## config.mk

```make
export PLATFORM = sky130hd
export DESIGN_NAME = mck_sequencer
export DESIGN_NICKNAME = d
export VERILOG_FILES = /design/src/rtl/mck_pkg.sv /design/src/rtl/mck_select.sv /design/src/rtl/mck_vector.sv /design/src/rtl/mck_esr.sv /design/src/rtl/mck_sequencer.sv
export SDC_FILE = /design/constraint.sdc
export NUM_CORES = 1
export LEC_CHECK = 0
export BUFFER_PORTS_ARGS = -buffer_cell sky130_fd_sc_hd__buf_2
export CAP_MARGIN = 15
export CORE_AREA = 5 5 116 118
export DETAILED_ROUTE_END_ITERATION = 8
export DIE_AREA = 0 0 121 123
export PLACE_DENSITY = 0.73
export SLEW_MARGIN = 20
export SYNTH_ARGS = -nofsm -noshare
export SYNTH_HDL_FRONTEND = slang
export SYNTH_SLANG_ARGS = --single-unit
export TNS_END_PERCENT = 30
```

## constraint.sdc

```tcl
create_clock -name clk -period 1.8 [get_ports clk]
set_clock_uncertainty 0.1 [all_clocks]
set_input_delay 0.36 -clock clk [delete_from_list [all_inputs] [get_ports clk]]
set_output_delay 0.36 -clock clk [all_outputs]
set_load 0.02 [all_outputs]
```

## src/rtl/mck_pkg.sv

```systemverilog
package mck_pkg;

    localparam int XLEN = 32;

    typedef enum logic [1:0] {
        SRC_NONE = 2'd0,
        SRC_INSN = 2'd1,
        SRC_DATA = 2'd2
    } mck_src_e;

    typedef struct packed {
        logic            redirect;
        logic [XLEN-1:0] pc;
        logic [XLEN-1:0] srr2;
        logic [XLEN-1:0] srr3;
        logic [XLEN-1:0] msr;
    } mck_regs_t;

endpackage

```

## src/rtl/mck_select.sv

```systemverilog
module mck_select #(
    parameter int ME_BIT = 12,
    parameter int XLEN   = mck_pkg::XLEN
) (
    input  logic             iex_err,
    input  logic             dac_err,
    input  logic [XLEN-1:0]  msr_cur,
    output mck_pkg::mck_src_e src,
    output logic             take,
    output logic             mci_set
);
    import mck_pkg::*;

    logic enabled;

    always_comb begin
        enabled = msr_cur[ME_BIT];
        mci_set = iex_err;
        src     = SRC_NONE;
        if (enabled) begin
            if (iex_err) begin
                src = SRC_INSN;
            end else if (dac_err) begin
                src = SRC_DATA;
            end
        end
        take = (src != SRC_NONE);
    end


    insn_wins_chk: assert final (!(iex_err && dac_err && enabled) || src == SRC_INSN);

endmodule

```

## src/rtl/mck_vector.sv

```systemverilog
module mck_vector #(
    parameter int              XLEN     = mck_pkg::XLEN,
    parameter int              PFX_W    = 16,
    parameter logic [XLEN-1:0] CLR_MASK = 32'h0006_FF30,
    parameter logic [XLEN-PFX_W-1:0] VEC_OFS = 16'h0200
) (
    input  logic [PFX_W-1:0] vec_prefix,
    input  logic [XLEN-1:0]  msr_cur,
    output logic [XLEN-1:0]  vec_pc,
    output logic [XLEN-1:0]  msr_masked
);

    assign vec_pc = {vec_prefix, VEC_OFS};

    for (genvar i = 0; i < XLEN; i++) begin : g_bit
        if (CLR_MASK[i]) begin : g_clr
            assign msr_masked[i] = 1'b0;
        end else begin : g_keep
            assign msr_masked[i] = msr_cur[i];
        end
    end

endmodule

```

## src/rtl/mck_esr.sv

```systemverilog
module mck_esr #(
    parameter int XLEN    = mck_pkg::XLEN,
    parameter int MCI_BIT = 31
) (
    input  logic            clk,
    input  logic            rst_n,
    input  logic            wen,
    input  logic [XLEN-1:0] wdata,
    input  logic            hw_set,
    input  logic            hw_take,
    output logic [XLEN-1:0] esr_q
);

    localparam logic [XLEN-1:0] MCI_ONLY = XLEN'(1) << MCI_BIT;

    logic [XLEN-1:0] esr_d;

    always_comb begin
        esr_d = esr_q;
        if (wen) begin
            esr_d = wdata;
        end
        if (hw_set) begin
            if (hw_take) begin
                esr_d = MCI_ONLY;
            end else begin
                esr_d = esr_d | MCI_ONLY;
            end
        end
    end

    always_ff @(posedge clk) begin
        if (!rst_n) begin
            esr_q <= '0;
        end else begin
            esr_q <= esr_d;
        end
    end


    set_beats_write_chk: assert property (@(posedge clk) disable iff (!rst_n)
        (hw_set && wen) |=> esr_q[MCI_BIT]);


    esr_hold_chk: assert property (@(posedge clk) disable iff (!rst_n)
        (!hw_set && !wen) |=> $stable(esr_q));

endmodule

```

## src/rtl/mck_sequencer.sv

```systemverilog
module mck_sequencer #(
    parameter int              XLEN     = mck_pkg::XLEN,
    parameter int              PFX_W    = 16,
    parameter int              ME_BIT   = 12,
    parameter int              MCI_BIT  = 31,
    parameter logic [XLEN-1:0] CLR_MASK = 32'h0006_FF30,
    parameter logic [XLEN-PFX_W-1:0] VEC_OFS = 16'h0200
) (
    input  logic             clk,
    input  logic             rst_n,
    input  logic             iex_err,
    input  logic [XLEN-1:0]  iex_addr,
    input  logic             dac_err,
    input  logic [XLEN-1:0]  dac_nia,
    input  logic [XLEN-1:0]  msr_cur,
    input  logic [PFX_W-1:0] vec_prefix,
    input  logic             esr_wen,
    input  logic [XLEN-1:0]  esr_wdata,
    output logic             redirect,
    output logic [XLEN-1:0]  pc_new,
    output logic [XLEN-1:0]  srr2,
    output logic [XLEN-1:0]  srr3,
    output logic [XLEN-1:0]  msr_new,
    output logic [XLEN-1:0]  esr
);
    import mck_pkg::*;

    mck_src_e        src;
    logic            take;
    logic            mci_set;
    logic [XLEN-1:0] vec_pc;
    logic [XLEN-1:0] msr_masked;
    mck_regs_t       regs_d;
    mck_regs_t       regs_q;

    mck_select #(.ME_BIT(ME_BIT), .XLEN(XLEN)) u_select (
        .iex_err (iex_err),
        .dac_err (dac_err),
        .msr_cur (msr_cur),
        .src     (src),
        .take    (take),
        .mci_set (mci_set)
    );

    mck_vector #(.XLEN(XLEN), .PFX_W(PFX_W), .CLR_MASK(CLR_MASK), .VEC_OFS(VEC_OFS)) u_vector (
        .vec_prefix (vec_prefix),
        .msr_cur    (msr_cur),
        .vec_pc     (vec_pc),
        .msr_masked (msr_masked)
    );

    mck_esr #(.XLEN(XLEN), .MCI_BIT(MCI_BIT)) u_esr (
        .clk     (clk),
        .rst_n   (rst_n),
        .wen     (esr_wen),
        .wdata   (esr_wdata),
        .hw_set  (mci_set),
        .hw_take (take),
        .esr_q   (esr)
    );

    always_comb begin
        regs_d          = regs_q;
        regs_d.redirect = 1'b0;
        if (take) begin
            regs_d.redirect = 1'b1;
            regs_d.pc       = vec_pc;
            regs_d.srr3     = msr_cur;
            regs_d.msr      = msr_masked;
            regs_d.srr2     = (src == SRC_INSN) ? iex_addr : dac_nia;
        end
    end

    always_ff @(posedge clk) begin
        if (!rst_n) begin
            regs_q <= '0;
        end else begin
            regs_q <= regs_d;
        end
    end

    assign redirect = regs_q.redirect;
    assign pc_new   = regs_q.pc;
    assign srr2     = regs_q.srr2;
    assign srr3     = regs_q.srr3;
    assign msr_new  = regs_q.msr;


    insn_taken_chk: assert property (@(posedge clk) disable iff (!rst_n)
        (iex_err && msr_cur[ME_BIT]) |=> (redirect && srr2 == $past(iex_addr)));


    data_addr_chk: assert property (@(posedge clk) disable iff (!rst_n)
        (dac_err && !iex_err && msr_cur[ME_BIT]) |=> (redirect && srr2 == $past(dac_nia)));


    state_saved_chk: assert property (@(posedge clk) disable iff (!rst_n)
        ((iex_err || dac_err) && msr_cur[ME_BIT]) |=> srr3 == $past(msr_cur));


    masked_no_redirect_chk: assert property (@(posedge clk) disable iff (!rst_n)
        (iex_err && !msr_cur[ME_BIT]) |=> (!redirect && esr[MCI_BIT] && $stable(pc_new)));


    no_spurious_redirect_chk: assert property (@(posedge clk) disable iff (!rst_n)
        (!iex_err && !dac_err) |=> !redirect);

endmodule

```

; Word level (Yosys, flattened, before mapping)
; Cells that the tools add are included.
[totals]
regBits = 134
inputBits = 149
output_inout_bits = 161
wordCells = 18
[classes]
eq_ne = 1
n_mux = 8
n_reduce_logical = 2
[ops]
columns = operator, n
row1 = two-way mux 129 bit, 1
row2 = two-way mux 32 bit, 3
row3 = two-way mux 31 bit, 1
row4 = two-way mux 2 bit, 3
row5 = nonzero test 2 bit, 2
row6 = "== test 2 x 1 -> 1 bit, second input constant", 1

; Depth between registers and ports, before layout
; Gate-level depths: netlist of run 1.
[logic_depth]
word_depth = 6
mapped_depth = 5
mapped_depth_nobuf = 3

; Hierarchy
; From an unflattened synthesis of run 1, not the netlist that was laid out.
[unflattened]
hier_cells = 669
area_unflattened_um2 = 7151.9
[by_module_without_submodules]
columns = module, n_inst, cells_per_inst, area_each_um2, seq_area_each_um2
row1 = mck_sequencer, 1, 495, 5472.7, 2582.5
row2 = mck_esr, 1, 104, 1159.9, 640.6
row3 = mck_vector, 1, 66, 488.0, 0.0
row4 = mck_select, 1, 4, 31.3, 0.0

; Worst setup path before layout of run 1
; No wires, ideal clock.
[synth_timing]
path_kind = input -> register
from = in iex_err
to = reg regs_q, in the netlist pc_new[9]
setup_ps = 115
arrival_time_ps = 981
required_time_ps = 1585
path_slack_ps = 604
path_stages = 4
n_path_buf = 2
cell_sequence = o21a_1 -> buf_4 -> buf_2 -> o21a_1
[synth_via]
elab_chain_len = 3
[synth_lines]
columns = element, line
row1 = from (decl), mck_sequencer.sv:11  ; input logic iex_err,
row2 = two-way mux 2 bit, mck_select.sv:21  ; if (iex_err) begin
row3 = two-way mux 2 bit, mck_select.sv:20  ; if (enabled) begin
row4 = nonzero test 2 bit, mck_select.sv:27  ; take = (src != SRC_NONE);
row5 = to (signal assigned), mck_sequencer.sv:78  ; regs_q <= regs_d;
row6 = to (decl), mck_sequencer.sv:34  ; mck_regs_t regs_q;
; Every way passes these cells.
; A chain may end at the register's enable or synchronous reset.

==> results of run 1 <==
-- power breakdown --
group	total (mW)	switching (mW)	internal (mW)
Clock	3.41	1.16	2.24
Sequential	2.76	0.0751	2.68
Combinational	1.06	0.647	0.409
-- stage by stage --
| step | util, % | power (mW) | setup slack [ns] |
|---|---|---|---|
| after global placement | 47.6 | 3.86 | 0.324 |
| final | 52.6 | 7.22 | 0.400 |
| after CTS | 52.6 | 7.32 | 0.364 |
| after floorplan | - | 3.51 | 0.604 |
| after global routing | 52.6 | 7.57 | 0.333 |
| after detailed placement | 47.6 | 3.87 | 0.308 |
-- worst max path at each step --
| stage | slack, ns | cells after the start | end | startpoint |
|---|---|---|---|---|
| floorplan | 0.60 | 4 | pc_new[9] | iex_err |
| global placement | 0.32 | 4 | u_esr.esr_q[27] | rst_n |
| detailed placement | 0.31 | 4 | u_esr.esr_q[6] | rst_n |
| CTS | 0.36 | 1 | esr[10] | u_esr.esr_q[10] |
| global route | 0.33 | 1 | msr_new[3] | srr3[3] |
| finish | 0.40 | 1 | msr_new[3] | srr3[3] |
-- sequential cells by signal (all words and copies together) (netlist names) --
name,count
srr3,32
pc_new,17
redirect,1
srr2,32
u_esr.esr_q,32
-- cells in the mapped netlist --
master,count,area (µm²)
buf_2,25,125
conb_1,1,3.75
o21ai_1,1,5.00
o21a_1,4,30.0
nor2_1,95,357
buf_4,54,405
dfxtp_1,114,2280
o221ai_1,32,280
a21boi_0,2,15.0
and2_1,1,6.26
mux2i_1,31,310
clkbuf_1,4,15.0
a21boi_1,45,338
mux2_2,1,11.3
nand3b_1,1,7.51
nand2_1,96,360
-- final cells by class --
class / instances / area [µm²]
Tap cell: 172 / 215
Multi-Input combinational cell: 336 / 1830
Clock buffer: 19 / 453
Timing Repair Buffer: 293 / 1560
Fill cell: 1195 / 5860
Clock inverter: 13 / 159
Sequential cell: 114 / 2280
-- routing by layer --
layer / global-route usage, % / vias up / wire length [µm]
li1: - / 2129 / -
met1: 18.9 / 1931 / 5050
met2: 30.0 / 170 / 7080
met3: 5.44 / 15 / 1080
met4: 7.65 / 0 / 224
met5: 0 / - / 0
-- kinds of logic after synthesis --
group / Yosys count / synth area share [%]
buffers and inverters: 83 / 12.0
AND/OR/NAND/NOR: 193 / 16.1
multiplexers: 32 / 7.06
other: 1 / 0.0824
AO/OA/AOI/OAI: 84 / 14.7
flip-flops: 114 / 50.1
==> metrics, run 1 <==
post-placement cell count=915; post-DR wirelength/cell=14.2 µm; total number of vias=4245; layout net count=911; minimum clock period=1.40 ns; CP required=1.34 ns; share of post-route cells with drive strength above 1=42.3%; RSZ-0062 raised after global routing=no; Congestion Overflow GR=0; Rows=41; die footprint=14900 µm²; FF+latch count, synth=114; Power Dens Cells=1110 nW/µm²; maximum vdd drop=634 µV; CTS resizes=0; Post-Route WL=13400 µm; Clock transition at path regs=0.05 ns; CP delay by family, top=flip-flops; setup slack, reg-to-reg=0.84 ns; Slew Viols, Final=0; DIE HEIGHT=123 µm; crit path kind=reg2out; H-tree depth=4; WP data arrival=0.94 ns; Lkg Pwr=3.32 nW; Detailed Route Iter0 Violations=231; synth unique cells=16; P&R area growth vs syn=42.8%; root buf cell=clkbuf_16; setup violators final=0; Ys Warns=0; max-cap violations=0; Detailed Routing Iterations Pass 1=4; Max Clk Rate=0.714 GHz; r2r worst-path depth=2; clock sinks=114; I/O pin cnt=310; Hold Startpoint=vec_prefix[9]; Num CTS Buffers=17; Die W=121 µm; Hold Path Stages=3; Worst setup EP type=output pin; CTS tree=yes; DRC Markers=0; cell chain of the critical path=buf_2; worst hold-check path type=in2reg; WP buf/inv=1; remaining antenna violation count=0; design area=6500 µm²; deepest clock path buffer count=2; commonest non-fill, non-tap cells in the layout=282 x buf_2, 114 x dfxtp_1, 96 x nand2_1; Starting Density=36.8%; largest fanout on the critical path=3; hpwl dp=10000 µm; outcome=finished clean; vias in the first global route=3967; global-route wire length before repair=19700 µm; Slowest-stage cell, CP=dfxtp_1; Post-Syn Instances=507; Core ar.=12400 µm²; Post-Layout Cell Count=947; largest net degree at the start of global routing=51; Port Buffers=282; Hold EP=pc_new[25]; # diodes=0; GRT Resource Usage Total=17.1%; Clock Latency Late Sink=0.40 ns; hold_ws=0.0925 ns; Placer Congestion=0.841; sequential fraction of the synthesis area=50.1%; commonest non-fill, non-tap cell in the layout=buf_2; CTS hold repair buffers=0; fin crit share=77.8%; Critical Path Source Type=flop; r2r endpoint=u_esr.esr_q[31]; Fin Setup TNS=0 ns; routed vias/inst=4.48; Post-CTS Setup Repair Bufs=0; final hold viol count=0; Area after DPL=5890 µm²; initial antenna violation count=0; Avg Cell Area, Syn=8.98 µm²; Slew @ Worst Pin=0.504 ns; Reg-to-Reg Start=u_esr.esr_q[31]; worst stage delay on the critical path=0.36 ns; relative slew slack=66.4%; mapped cell area=4550 µm²
(Power assumes the default switching activity.)
==> inputs of run 2 (changes only) <==
--- a/config.mk
+++ b/config.mk
@@ -5,12 +5,13 @@
 export SDC_FILE = /design/constraint.sdc
 export NUM_CORES = 1
 export LEC_CHECK = 0
+export ABC_AREA = 1
 export BUFFER_PORTS_ARGS = -buffer_cell sky130_fd_sc_hd__buf_2
 export CAP_MARGIN = 15
-export CORE_AREA = 5 5 116 118
+export CORE_MARGIN = 5
+export CORE_UTILIZATION = 40
 export DETAILED_ROUTE_END_ITERATION = 8
-export DIE_AREA = 0 0 121 123
-export PLACE_DENSITY = 0.73
+export PLACE_DENSITY = 0.77
 export SLEW_MARGIN = 20
 export SYNTH_ARGS = -nofsm -noshare
 export SYNTH_HDL_FRONTEND = slang
==> constraint.sdc (replaced) <==
create_clock -name clk -period 1.2 [get_ports clk]
set_clock_uncertainty 0.1 [all_clocks]
set_input_delay 0.24 -clock clk [delete_from_list [all_inputs] [get_ports clk]]
set_output_delay 0.24 -clock clk [all_outputs]
set_load 0.02 [all_outputs]
==> run 2 against run 1 <==
The run now ends with negative setup slack left. Worst setup slack worse by 0.46 ns. Clock power is 55% higher. Clock-buffer cell count is 1 lower. Final cell count is 38% higher.
==> metrics, run 2 <==
routed vias/inst=4.73 (+5.5%); largest fanout on the critical path=3 (unchanged); cell chain of the critical path=buf_6; Core ar.=12700 µm² (+2.9%); I/O pin cnt=310 (unchanged); worst hold-check path type=in2reg; root buf cell=clkbuf_16; Async S/R FF share, synth=0% (unchanged); Synth top area share=43.5% (-6.6 points); Post-Layout Cell Count=1305 (+38%); Clock transition at path regs=0.06 ns (about the same); Critical Path Source Type=flop; design area=9060 µm² (+39%); EDFF count, synth=0 (unchanged); vias in the first global route=6209 (+57%); Post-Syn Instances=777 (+53%); Synth area leaders=dfxtp_1 44%, nand2_1 16%, nor2_1 9.4%; synth unique cells=16 (unchanged); Port Buffers=282 (unchanged); GRT Resource Usage Total=25.5% (+8.4 points); P&R area growth vs syn=72.9%; maximum vdd drop=1020 µV (+61%); dominant synthesized flop cell=dfxtp_1; Avg Cell Area, Syn=6.75 µm² (-25%); Die W=124 µm (+2.9%); post-DR wirelength/cell=16.3 µm (+15%); sequential fraction of the synthesis area=43.5% (-6.6 points); DRC Markers=0 (unchanged); commonest non-fill, non-tap cell in the layout=nand2_1; Clock Latency Late Sink=0.41 ns (about the same); CP delay by family, top=flip-flops; most instantiated cells after synthesis=224 x nand2_1, 131 x nor2_1, 114 x dfxtp_1; Slew Viols, Final=0 (unchanged); CP required=0.86 ns (-0.48 ns); fin crit share=105%; Ys Warns=0 (unchanged); post-placement cell count=1186 (+30%); Max Clk Rate=0.794 GHz; max-cap violations=0 (unchanged); total number of vias=6170 (+45%); share of post-route cells with drive strength above 1=40.6% (-1.7 points); largest net degree at the start of global routing=50 (-2.0%); largest area contributor in the synthesized netlist=dfxtp_1; minimum clock period=1.26 ns; DIE HEIGHT=124 µm (+1.2%); global-route wire length before repair=32200 µm (+63%); final core utilization=71.2% (+19 points); WP data arrival=0.92 ns (-0.02 ns); Placer Congestion=0.797 (-5.3%); initial antenna violation count=3 (+3); H-tree depth=4 (unchanged); Area after DPL=6610 µm² (+12%); pre-CTS setup slack=-0.0885 ns (-0.397 ns); setup violators final=91 (+91); Rows=41 (unchanged); Power Dens Cells=1370 nW/µm² (+24%); WP buf/inv=1 (unchanged); Detailed Routing Iterations Pass 1=5 (+1); count leader, synth=nand2_1; mapped cell area=5240 µm² (+15%); remaining antenna violation count=0 (unchanged); outcome=finished with violations; worst stage delay on the critical path=0.38 ns (+0.02 ns); layout net count=1266 (+39%); Num CTS Buffers=17 (unchanged); Detailed Route Iter0 Violations=450 (+95%); Slowest-stage cell, CP=dfxtp_4; die footprint=15500 µm² (+4.1%); crit path kind=reg2out; Worst setup EP type=output pin; CTS tree=yes; FF+latch count, synth=114 (unchanged); RSZ-0062 raised after global routing=yes; final hold viol count=0 (unchanged); Starting Density=41.2% (+4.4 points); commonest non-fill, non-tap cells in the layout=224 x nand2_1, 148 x buf_2, 131 x nor2_1, 131 x buf_6, 103 x dfxtp_2; hpwl dp=11400 µm (+14%); Worst Setup Slack, final=-0.0599 ns (-0.459 ns); Lkg Pwr=4.88 nW (+47%); Post-Route WL=21300 µm (+58%); clock sinks=114 (unchanged); failing checks=negative setup slack; hold_ws=0.0900 ns (-0.00253 ns); Congestion Overflow GR=0 (unchanged); deepest clock path buffer count=2 (unchanged)
-- run 2: report_power, final --
part	leakage [nW]	switching (mW)	total [mW]	internal, mW
Combinational	3.60	1.47	2.80	1.32
Sequential	0.984	0.251	4.38	4.13
Clock	0.294	1.92	5.27	3.35
-- run 2: final timing paths --
path                      to  depth (start not counted)  slack, ns       startpoint
max              msr_new[25]                          1      -0.06         srr3[25]
min reg2reg  u_esr.esr_q[16]                          2       0.37  u_esr.esr_q[16]
max reg2reg       pc_new[20]                          2       0.17       pc_new[20]
min                  srr2[6]                          7       0.09      iex_addr[6]
-- run 2: area by class of cell --
class	instances	area (µm²)
Sequential cell	114	2450
Antenna cell	3	7.51
Tap cell	172	215
Clock inverter	14	179
Fill cell	892	3660
Multi-Input combinational cell	497	2100
Inverter	99	372
Timing Repair Buffer	388	3290
Clock buffer	18	439
-- run 2: metrics by stage --
| step | TNS [ns] | total power [mW] |
|---|---|---|
| after CTS | -3.25 | 12.3 |
| after detailed placement | -3.51 | 6.36 |
| final | -2.22 | 12.4 |
| after global placement | -2.46 | 6.34 |
| after global routing | -5.95 | 12.9 |
| after floorplan | 0 | 5.69 |
-- run 2: cells by family (layout without fill, tap and decap cells) --
group | Yosys count | count (layout) | share of synthesized area [%]
AND/OR/NAND/NOR | 390 | 390 | 30.5
AO/OA/AOI/OAI | 80 | 80 | 7.64
buffers and inverters | 192 | 519 | 18.2
other | 1 | 30 | 0.0715
flip-flops | 114 | 114 | 43.5
-- run 2: what timing repair did --
item,4_1_cts,5_1_grt
hold buffers,79,0
buffers inserted,2,3
setup endpoints to repair,134,134
resized for setup,370,20
cloned,0,0
endpoints found under the hold margin,79,0
-- run 2: layer usage --
layer	global-route usage (%)	vias up	part of all wire (%)
li1	-	2928	-
met1	26.2	2757	35
met2	45.2	387	51
met3	9.22	98	8.6
met4	13.6	0	5.6
met5	0	-	0
